### src/rtl/nxpc_pkg.sv
package nxpc_pkg;
  localparam int KIND_W = 3;

  typedef enum logic [KIND_W-1:0] {
    K_SEQ  = 3'd0,
    K_JREG = 3'd1,
    K_JREL = 3'd2,
    K_BRFL = 3'd3,
    K_CALL = 3'd4,
    K_RET  = 3'd5
  } kind_e;

  function automatic logic kind_is_uncond(input logic [KIND_W-1:0] k);
    return (k == K_JREG) || (k == K_JREL) || (k == K_CALL) || (k == K_RET);
  endfunction
endpackage

### src/rtl/nxpc_addr.sv
module nxpc_addr #(
  parameter int XLEN  = 32,
  parameter int OFFW  = 28,
  parameter int ISTEP = 4
) (
  input  logic [XLEN-1:0] pc_cur,
  input  logic [OFFW-1:0] imm_off,
  output logic [XLEN-1:0] seq_pc,
  output logic [XLEN-1:0] rel_pc,
  output logic [XLEN-1:0] lnk_pc
);
  localparam logic [XLEN-1:0] STEP1    = XLEN'(ISTEP);
  localparam logic [XLEN-1:0] STEP2    = XLEN'(2 * ISTEP);
  localparam logic [OFFW-1:0] SELF_OFF = '0 - OFFW'(ISTEP);

  function automatic logic [XLEN-1:0] widen_off(input logic [OFFW-1:0] o);
    return {{(XLEN-OFFW){o[OFFW-1]}}, o};
  endfunction

  function automatic logic [XLEN-1:0] step_from(input logic [XLEN-1:0] base,
                                                input logic [XLEN-1:0] inc);
    return base + inc;
  endfunction

  always_comb begin
    seq_pc = step_from(pc_cur, STEP1);
    rel_pc = step_from(seq_pc, widen_off(imm_off));
    lnk_pc = step_from(pc_cur, STEP2);
    if (imm_off == SELF_OFF) begin
      AST_SELF_LOOP: assert (rel_pc == pc_cur);
    end
    AST_LINK_PAST_SLOT: assert ((lnk_pc - seq_pc) == STEP1);
  end
endmodule

### src/rtl/nxpc_cond.sv
module nxpc_cond #(
  parameter int FLAGW = 8
) (
  input  logic [FLAGW-1:0] flags,
  input  logic [FLAGW-1:0] br_const,
  output logic             match
);
  logic [FLAGW-1:0] bit_eq;

  for (genvar i = 0; i < FLAGW; i++) begin : g_bit
    assign bit_eq[i] = ~(flags[i] ^ br_const[i]);
  end

  assign match = &bit_eq;
endmodule

### src/rtl/nxpc_sel.sv
module nxpc_sel
  import nxpc_pkg::*;
#(
  parameter int XLEN = 32
) (
  input  logic [KIND_W-1:0] kind,
  input  logic              match,
  input  logic [XLEN-1:0]   reg_op,
  input  logic [XLEN-1:0]   seq_pc,
  input  logic [XLEN-1:0]   rel_pc,
  output logic [XLEN-1:0]   next_pc,
  output logic              taken,
  output logic              link_wr
);
  always_comb begin
    next_pc = seq_pc;
    taken   = 1'b0;
    link_wr = 1'b0;
    case (kind_e'(kind))
      K_JREG: begin next_pc = reg_op; taken = 1'b1; end
      K_JREL: begin next_pc = rel_pc; taken = 1'b1; end
      K_BRFL: begin
        if (match) begin
          next_pc = reg_op;
          taken   = 1'b1;
        end
      end
      K_CALL: begin next_pc = reg_op; taken = 1'b1; link_wr = 1'b1; end
      K_RET:  begin next_pc = reg_op; taken = 1'b1; end
      default: ;
    endcase
    if (!taken) begin
      AST_FALLTHROUGH_SEQ: assert (next_pc == seq_pc);
    end
    if (taken && (kind != K_JREL)) begin
      AST_REG_TARGET: assert (next_pc == reg_op);
    end
  end
endmodule

### src/rtl/nxpc_unit.sv
module nxpc_unit
  import nxpc_pkg::*;
#(
  parameter int XLEN  = 32,
  parameter int OFFW  = 28,
  parameter int FLAGW = 8,
  parameter int ISTEP = 4
) (
  input  logic [XLEN-1:0]   pc_cur,
  input  logic [KIND_W-1:0] jump_kind,
  input  logic [XLEN-1:0]   reg_op,
  input  logic [OFFW-1:0]   imm_off,
  input  logic [FLAGW-1:0]  br_const,
  input  logic [FLAGW-1:0]  flags,
  output logic [XLEN-1:0]   next_pc,
  output logic              taken,
  output logic              link_wr,
  output logic [XLEN-1:0]   link_val
);
  logic [XLEN-1:0] seq_pc;
  logic [XLEN-1:0] rel_pc;
  logic            flag_match;

  nxpc_addr #(.XLEN(XLEN), .OFFW(OFFW), .ISTEP(ISTEP)) u_addr (
    .pc_cur (pc_cur),
    .imm_off(imm_off),
    .seq_pc (seq_pc),
    .rel_pc (rel_pc),
    .lnk_pc (link_val)
  );

  nxpc_cond #(.FLAGW(FLAGW)) u_cond (
    .flags   (flags),
    .br_const(br_const),
    .match   (flag_match)
  );

  nxpc_sel #(.XLEN(XLEN)) u_sel (
    .kind   (jump_kind),
    .match  (flag_match),
    .reg_op (reg_op),
    .seq_pc (seq_pc),
    .rel_pc (rel_pc),
    .next_pc(next_pc),
    .taken  (taken),
    .link_wr(link_wr)
  );

  always_comb begin
    if (kind_is_uncond(jump_kind)) begin
      AST_UNCOND_TAKEN: assert (taken);
    end
    if ((jump_kind == K_BRFL) && (flags != br_const)) begin
      AST_BRANCH_MISS: assert (!taken);
    end
    if (link_wr) begin
      AST_LINK_ONLY_CALL: assert (jump_kind == K_CALL && taken);
    end
  end
endmodule

### config.mk
export PLATFORM = sky130hd
export DESIGN_NAME = nxpc_unit
export DESIGN_NICKNAME = d
export VERILOG_FILES = /design/src/rtl/nxpc_pkg.sv /design/src/rtl/nxpc_addr.sv /design/src/rtl/nxpc_cond.sv /design/src/rtl/nxpc_sel.sv /design/src/rtl/nxpc_unit.sv
export SDC_FILE = /design/constraint.sdc
export NUM_CORES = 1
export LEC_CHECK = 0
export ABC_AREA = 1
export BUFFER_PORTS_ARGS = -buffer_cell sky130_fd_sc_hd__buf_2
export CORE_MARGIN = 4
export CORE_UTILIZATION = 58
export DETAILED_ROUTE_END_ITERATION = 16
export PLACE_DENSITY = 0.95
export SETUP_SLACK_MARGIN = 0.4
export SYNTH_ARGS = -nofsm -noshare
export SYNTH_HDL_FRONTEND = slang
export SYNTH_HIERARCHICAL = 1
export SYNTH_SLANG_ARGS = --single-unit
### constraint.sdc
create_clock -name vclk -period 5.5
set_input_delay 0.825 -clock vclk [all_inputs]
set_output_delay 0.825 -clock vclk [all_outputs]
set_load 0.02 [all_outputs]
==> implementation parameters, run 1 <==
Parameter                              Value

Run status
  Status    finished, final reports clean

Synthesis
  Syn avg cell area    4.903 sq um
  Cells after Synth    1028
  Yosys warning total    6
  Netlist area before placement    5040 sq um
  Sequential-to-total area share from yosys stat    0
  Syn nets    1177
  Number of distinct library cells after synthesis    31

Layout
  Clk_buf instances    0
  Post-layout net count    1329
  Register cell area after layout    0 sq um
  Antenna Diode Count    0
  Combined area of the multi-input logic cells    4313 sq um
  Share of layout cells above drive strength 1    0.1842
  Finished Core Util    0.7090
  Count of sequential standard cells    0
  Final instance area    5913 sq um
  Layout Area Growth over Synthesis    17.33%
  FILL cells    828

Power and ir drop
  Peak supply drop    47.35 uV
  Cell leakage power    3.631 nW
  Power per cell area    99.54 nW/um^2

Setup path
  Critical path, cell by cell    buf_2 > ha_1 > inv_1 > nor2_2 > nand2_2 > nor2_2 > nand2_2 > nor2_4 > xor2_1 > ha_1 > nand2_1 > nor2_1 > inv_1 > nor3_1 > nand3_1 > nand3_1 > nand2_1 > nand2_1 > nand2_1 > nand4_1 > buf_2
  Kind of end point of the critical path    output pin
  Dominant cell type by count on the critical path    sky130_fd_sc_hd__nand2_1
  Cell with the largest stage delay on the worst path    sky130_fd_sc_hd__xor2_1
  Req. time, crit path    4680 ps
  Biggest fanout along the worst timing path    6
  CP Class    input pin to output pin
  Launching element type of the critical path    input pin
  Data arrival time at the worst-slack endpoint    3920 ps
  Delay contributed by the slowest stage of the critical path    330 ps

Placement
  Count of input and output buffers    177
  Placed inst area    5913 sq um
  GPL Wtd Cong    1.005
  Dpl hpwl    15.96 mm

Die
  Initial cell density of the core    0.6043
  Row count    33
  I/O pin total    177
  Standard cell core area    8341 sq um
  DIE AREA    10240 sq um
  Die Y    101.2 um
  Width of the chip    101.2 um

Routing
  Wirelength per Cell    14.95 um
  Number of remaining DRC errors    0
  Total via count in the routed design    7112
  First-pass DRT Iterations    6
  Violation count after the first detailed-route iteration    656
  Via-to-Cell Ratio    5.543
  Detail Route Antenna Nets    0
  Final wirelength    19.18 mm

Global route
  Number of global-route vias before repair    6527
  Maximum number of pins on one net before global-route repair    35
  Antenna violations before repair    0
  Gr usage total    0.3581
  Wire length of the first global-routing pass    30.22 mm
  Final global-route overflow total    0

STA
  RSZ-0062 raised after global routing    false
  Pins Over Slew Limit    0
  Max Clk Rate    210.9 MHz
  Endpoints failing hold    0
  Worst rel slew slack    0.2957
  Min Clock Period, post-route    4742 ps
  Measured slew at the worst slew-check pin    1055 ps
  Setup_tns    0 ps
  Final Cycle Share    0.8622
  Final-report setup violation count    0

Worst hold path
  Worst hold path type    input pin to output pin

Clock tree
  Post-cts gate resize count    0
  CTS hold repair buffers    0
  Setup Buffers After CTS    0

Flow run
  Max-Cap Viols    0
[placed cells by master, fill, tap and decap left out, types with 2 or more instances in the layout]
master,count
sky130_fd_sc_hd__a21o_1,3
sky130_fd_sc_hd__a21oi_1,21
sky130_fd_sc_hd__buf_2,177
sky130_fd_sc_hd__buf_4,5
sky130_fd_sc_hd__ha_1,37
sky130_fd_sc_hd__inv_1,141
sky130_fd_sc_hd__inv_2,3
sky130_fd_sc_hd__nand2_1,442
sky130_fd_sc_hd__nand2_2,11
sky130_fd_sc_hd__nand3_1,104
sky130_fd_sc_hd__nand3b_1,2
sky130_fd_sc_hd__nand4_1,41
sky130_fd_sc_hd__nor2_1,76
sky130_fd_sc_hd__nor2_2,13
sky130_fd_sc_hd__nor2_4,3
sky130_fd_sc_hd__nor3_1,15
sky130_fd_sc_hd__o21bai_1,4
sky130_fd_sc_hd__xnor2_1,8
sky130_fd_sc_hd__xor2_1,61
[final timing paths]
check                  from  cells past startpoint  slack, ps          end
hold / removal    pc_cur[0]                      2       1940  link_val[0]
setup / recovery  pc_cur[2]                     21        760  next_pc[24]
[critical path: cells and delay by family]
kind | cells | cell delay, ps
and+or+nand+nor | 14 | 1760
buffers and inverters | 4 | 500
adders and majority gates | 2 | 500
xor gates and xnor gates | 1 | 330
[synthesized netlist by cell type (2+ instances only)]
| cell | count | area [sq um] |
|---|---|---|
| sky130_fd_sc_hd__a21oi_1 | 21 | 105.1 |
| sky130_fd_sc_hd__nand2_2 | 11 | 68.82 |
| sky130_fd_sc_hd__nor2_2 | 12 | 75.07 |
| sky130_fd_sc_hd__clkbuf_1 | 5 | 18.77 |
| sky130_fd_sc_hd__a21o_1 | 3 | 22.52 |
| sky130_fd_sc_hd__nand3_1 | 104 | 520.5 |
| sky130_fd_sc_hd__nand3b_1 | 2 | 15.01 |
| sky130_fd_sc_hd__nand4_1 | 41 | 256.5 |
| sky130_fd_sc_hd__nor3_1 | 15 | 75.07 |
| sky130_fd_sc_hd__o21bai_1 | 4 | 30.03 |
| sky130_fd_sc_hd__xor2_1 | 61 | 534.3 |
| sky130_fd_sc_hd__buf_2 | 15 | 75.07 |
| sky130_fd_sc_hd__inv_2 | 3 | 11.26 |
| sky130_fd_sc_hd__xnor2_1 | 8 | 70.07 |
| sky130_fd_sc_hd__nor2_1 | 77 | 289.0 |
| sky130_fd_sc_hd__inv_1 | 141 | 529.3 |
| sky130_fd_sc_hd__nor2_4 | 3 | 33.78 |
| sky130_fd_sc_hd__buf_4 | 12 | 90.09 |
| sky130_fd_sc_hd__ha_1 | 37 | 462.9 |
| sky130_fd_sc_hd__nand2_1 | 442 | 1659 |
[area by class of cell]
type / count / area share
Multi-Input combinational cell: 851 / 0.7294
Inverter: 145 / 0.09226
Timing Repair Buffer: 182 / 0.1562
Tap cell: 105 / 0.02222
[report_power, final]
part / switching [mW] / total (mW) / leakage, nW / internal (mW)
sequential: 0 / 0 / 0 / 0
combinational: 0.389 / 0.589 / 3.63 / 0.200
clock: 0 / 0 / 0 / 0
[stage by stage]
stage	std cells	hold slack, ps	power (mW)	worst slack (ps)
floorplan	1028	1733	0.3884	1347
finish	1283	1938	0.5886	757.8
CTS	1283	1936	0.5781	831.7
global route	1283	1936	0.6486	571.6
detailed placement	1283	1937	0.5758	843.8
global placement	1283	1929	0.5695	904.9
[cell families (layout without fill, tap and decap cells)]
logic type / Yosys count / after routing / synth area share
XOR/XNOR: 69 / 69 / 0.1199
AO/OA/AOI/OAI: 31 / 31 / 0.03550
buffers and inverters: 177 / 327 / 0.1447
multiplexers: 1 / 1 / 0.001986
AND/OR/NAND/NOR: 712 / 712 / 0.6020
adder cells (fa/ha/maj): 38 / 38 / 0.09583
[layer usage]
metal | GRT usage | routed length [um] | up-vias
met1 | 0.4317 | 7153 | 3060
met2 | 0.6353 | 9030 | 474
met3 | 0.04408 | 2154 | 65
li1 | - | - | 3513
met5 | 0 | 0 | -
met4 | 0.1544 | 846 | 0
(Power assumes the default switching activity.)
==> run 2: changes to the inputs <==
==> constraint.sdc (replaced) <==
create_clock -name vclk -period 5.5
set_input_delay 0.825 -clock vclk [all_inputs]
set_output_delay 0.825 -clock vclk [all_outputs]
set_load 0.01 [all_outputs]
==> implementation parameters, run 2 (synthesis gave the netlist of run 1 again) <==
Parameter                              Value

Run status
  Status    finished, final reports clean

Placement
  Dpl hpwl    15.86 mm (-0.64%)
  Count of input and output buffers    177 (unchanged)
  Pre-CTS WS    897.2 ps (+53.31 ps)
  GPL Wtd Cong    1.013 (+0.75%)

STA
  Max Clk Rate    211.7 MHz (+0.39%)
  Min Clock Period, post-route    4724 ps (-18.56 ps)
  Measured slew at the worst slew-check pin    1135 ps (+79.98 ps)
  Worst rel slew slack    0.2423 (-0.05337)
  Final Cycle Share    0.8588 (-0.003375)
  Final-report setup violation count    0 (unchanged)
  Setup_tns    0 ps (unchanged)
  RSZ-0062 raised after global routing    false
  Pins Over Slew Limit    0 (unchanged)
  Endpoints failing hold    0 (unchanged)
  Final worst-path setup slack    776.3 ps (+18.56 ps)

Layout
  Top library cells by usage in the layout, fill and taps aside    sky130_fd_sc_hd__nand2_1 (442), sky130_fd_sc_hd__buf_2 (177), sky130_fd_sc_hd__inv_1 (141)
  Layout Area Growth over Synthesis    17.28% (about the same)
  Register cell area after layout    0 sq um (unchanged)
  Antenna Diode Count    0 (unchanged)
  Commonest non-fill, non-tap cell in the layout    sky130_fd_sc_hd__nand2_1
  Clk_buf instances    0 (unchanged)
  Count of sequential standard cells    0 (unchanged)
  FILL cells    823 (-0.60%)
  Combined area of the multi-input logic cells    4318 sq um (+0.12%)
  Share of layout cells above drive strength 1    0.1835 (-0.0006931)
  Post-layout net count    1328 (-0.075%)

Die
  I/O pin total    177 (unchanged)
  Width of the chip    101.2 um (unchanged)
  Initial cell density of the core    0.6043 (unchanged)
  Die Y    101.2 um (unchanged)
  Standard cell core area    8341 sq um (unchanged)
  Row count    33 (unchanged)
  DIE AREA    10240 sq um (unchanged)

Setup path
  Critical path, cell by cell    buf_2 > nand2_2 > nor2_2 > nand4_1 > nor2_1 > xor2_1 > ha_1 > nand2_1 > inv_1 > nand2_1 > nand3_1 > a21oi_1 > nand2_1 > nand2_1 > nand2_1 > nand2_1 > nand2_1 > nand2_1 > nand4_1 > buf_2
  Launching element type of the critical path    input pin
  Data arrival time at the worst-slack endpoint    3900 ps (-20 ps)
  Req. time, crit path    4680 ps (about the same)
  Biggest fanout along the worst timing path    4 (-2)
  CP Class    input pin to output pin
  Dominant cell type by count on the critical path    sky130_fd_sc_hd__nand2_1
  Kind of end point of the critical path    output pin
  Critical path buffers and inverters    3 (-1)
  Delay contributed by the slowest stage of the critical path    520 ps (+190 ps)
  Kind of cell adding the most delay to the critical path    simple AND/OR/NAND/NOR gates
  Cell with the largest stage delay on the worst path    sky130_fd_sc_hd__xor2_1

Worst hold path
  Sink of the worst hold path    link_val[0]
  Worst hold path type    input pin to output pin
  Number of cells on the worst hold path    2 (unchanged)
  Hold Crit Start    pc_cur[0]

Clock tree
  Setup Buffers After CTS    0 (unchanged)
  Post-cts gate resize count    0 (unchanged)
  CTS hold repair buffers    0 (unchanged)

Global route
  Antenna violations before repair    0 (unchanged)
  Final global-route overflow total    0 (unchanged)
  Maximum number of pins on one net before global-route repair    35 (unchanged)
  Wire length of the first global-routing pass    29.73 mm (-1.6%)
  Gr usage total    0.3552 (-0.002976)
  Number of global-route vias before repair    6276 (-3.8%)

Flow run
  Max-Cap Viols    0 (unchanged)

Power and ir drop
  Power after layout    0.5544 mW (-5.8%)
  Power per cell area    93.79 nW/um^2 (-5.8%)
  Peak supply drop    40.66 uV (-14%)
  Cell leakage power    3.626 nW (-0.13%)

Routing
  Wirelength per Cell    14.97 um (+0.11%)
  Detail Route Antenna Nets    0 (unchanged)
  Violation count after the first detailed-route iteration    516 (-21%)
  Via-to-Cell Ratio    5.484 (-1.1%)
  Final wirelength    19.19 mm (about the same)
  Total via count in the routed design    7030 (-1.2%)
  First-pass DRT Iterations    5 (-1)
  Number of remaining DRC errors    0 (unchanged)
run 2: cell types whose count changed in the layout (fill, tap and decap cells not counted), sizes merged:
cell,delta
buf,-1
run 2: routing by layer:
layer	GRT usage	vias to the layer above	routed length, um
met3	0.02755	53	2033
met4	0.1299	0	740
li1	-	3503	-
met1	0.4424	3039	7284
met5	0	-	0
met2	0.6358	435	9132
run 2: worst max-delay path by stage:
| stage | end | depth (start not counted) | slack (ps) | start |
|---|---|---|---|---|
| finish | next_pc[29] | 20 | 780 | pc_cur[8] |
| detailed placement | next_pc[27] | 23 | 900 | pc_cur[2] |
| global route | next_pc[27] | 21 | 490 | pc_cur[2] |
| CTS | next_pc[24] | 21 | 890 | pc_cur[2] |
| global placement | next_pc[27] | 21 | 900 | pc_cur[2] |
| floorplan | next_pc[28] | 18 | 1590 | pc_cur[3] |
run 2: through the flow:
step	cell area, sq um	std cells	hold slack (ps)	utilization
finish	5911	1282	1900	0.7087
global route	5911	1282	1910	0.7087
CTS	5911	1282	1903	0.7087
floorplan	5040	1028	1701	-
detailed placement	5911	1282	1904	0.7087
global placement	5911	1282	1897	0.7087
run 2: final cells by class:
type | instances | area share
Inverter | 145 | 0.09229
Timing Repair Buffer | 181 | 0.1550
Tap cell | 105 | 0.02223
Multi-Input combinational cell | 851 | 0.7305
run 2: report_power, final:
part	total, mW	switching (mW)	internal, mW	leakage (nW)
sequential	0	0	0	0
clock	0	0	0	0
combinational	0.554	0.356	0.199	3.63
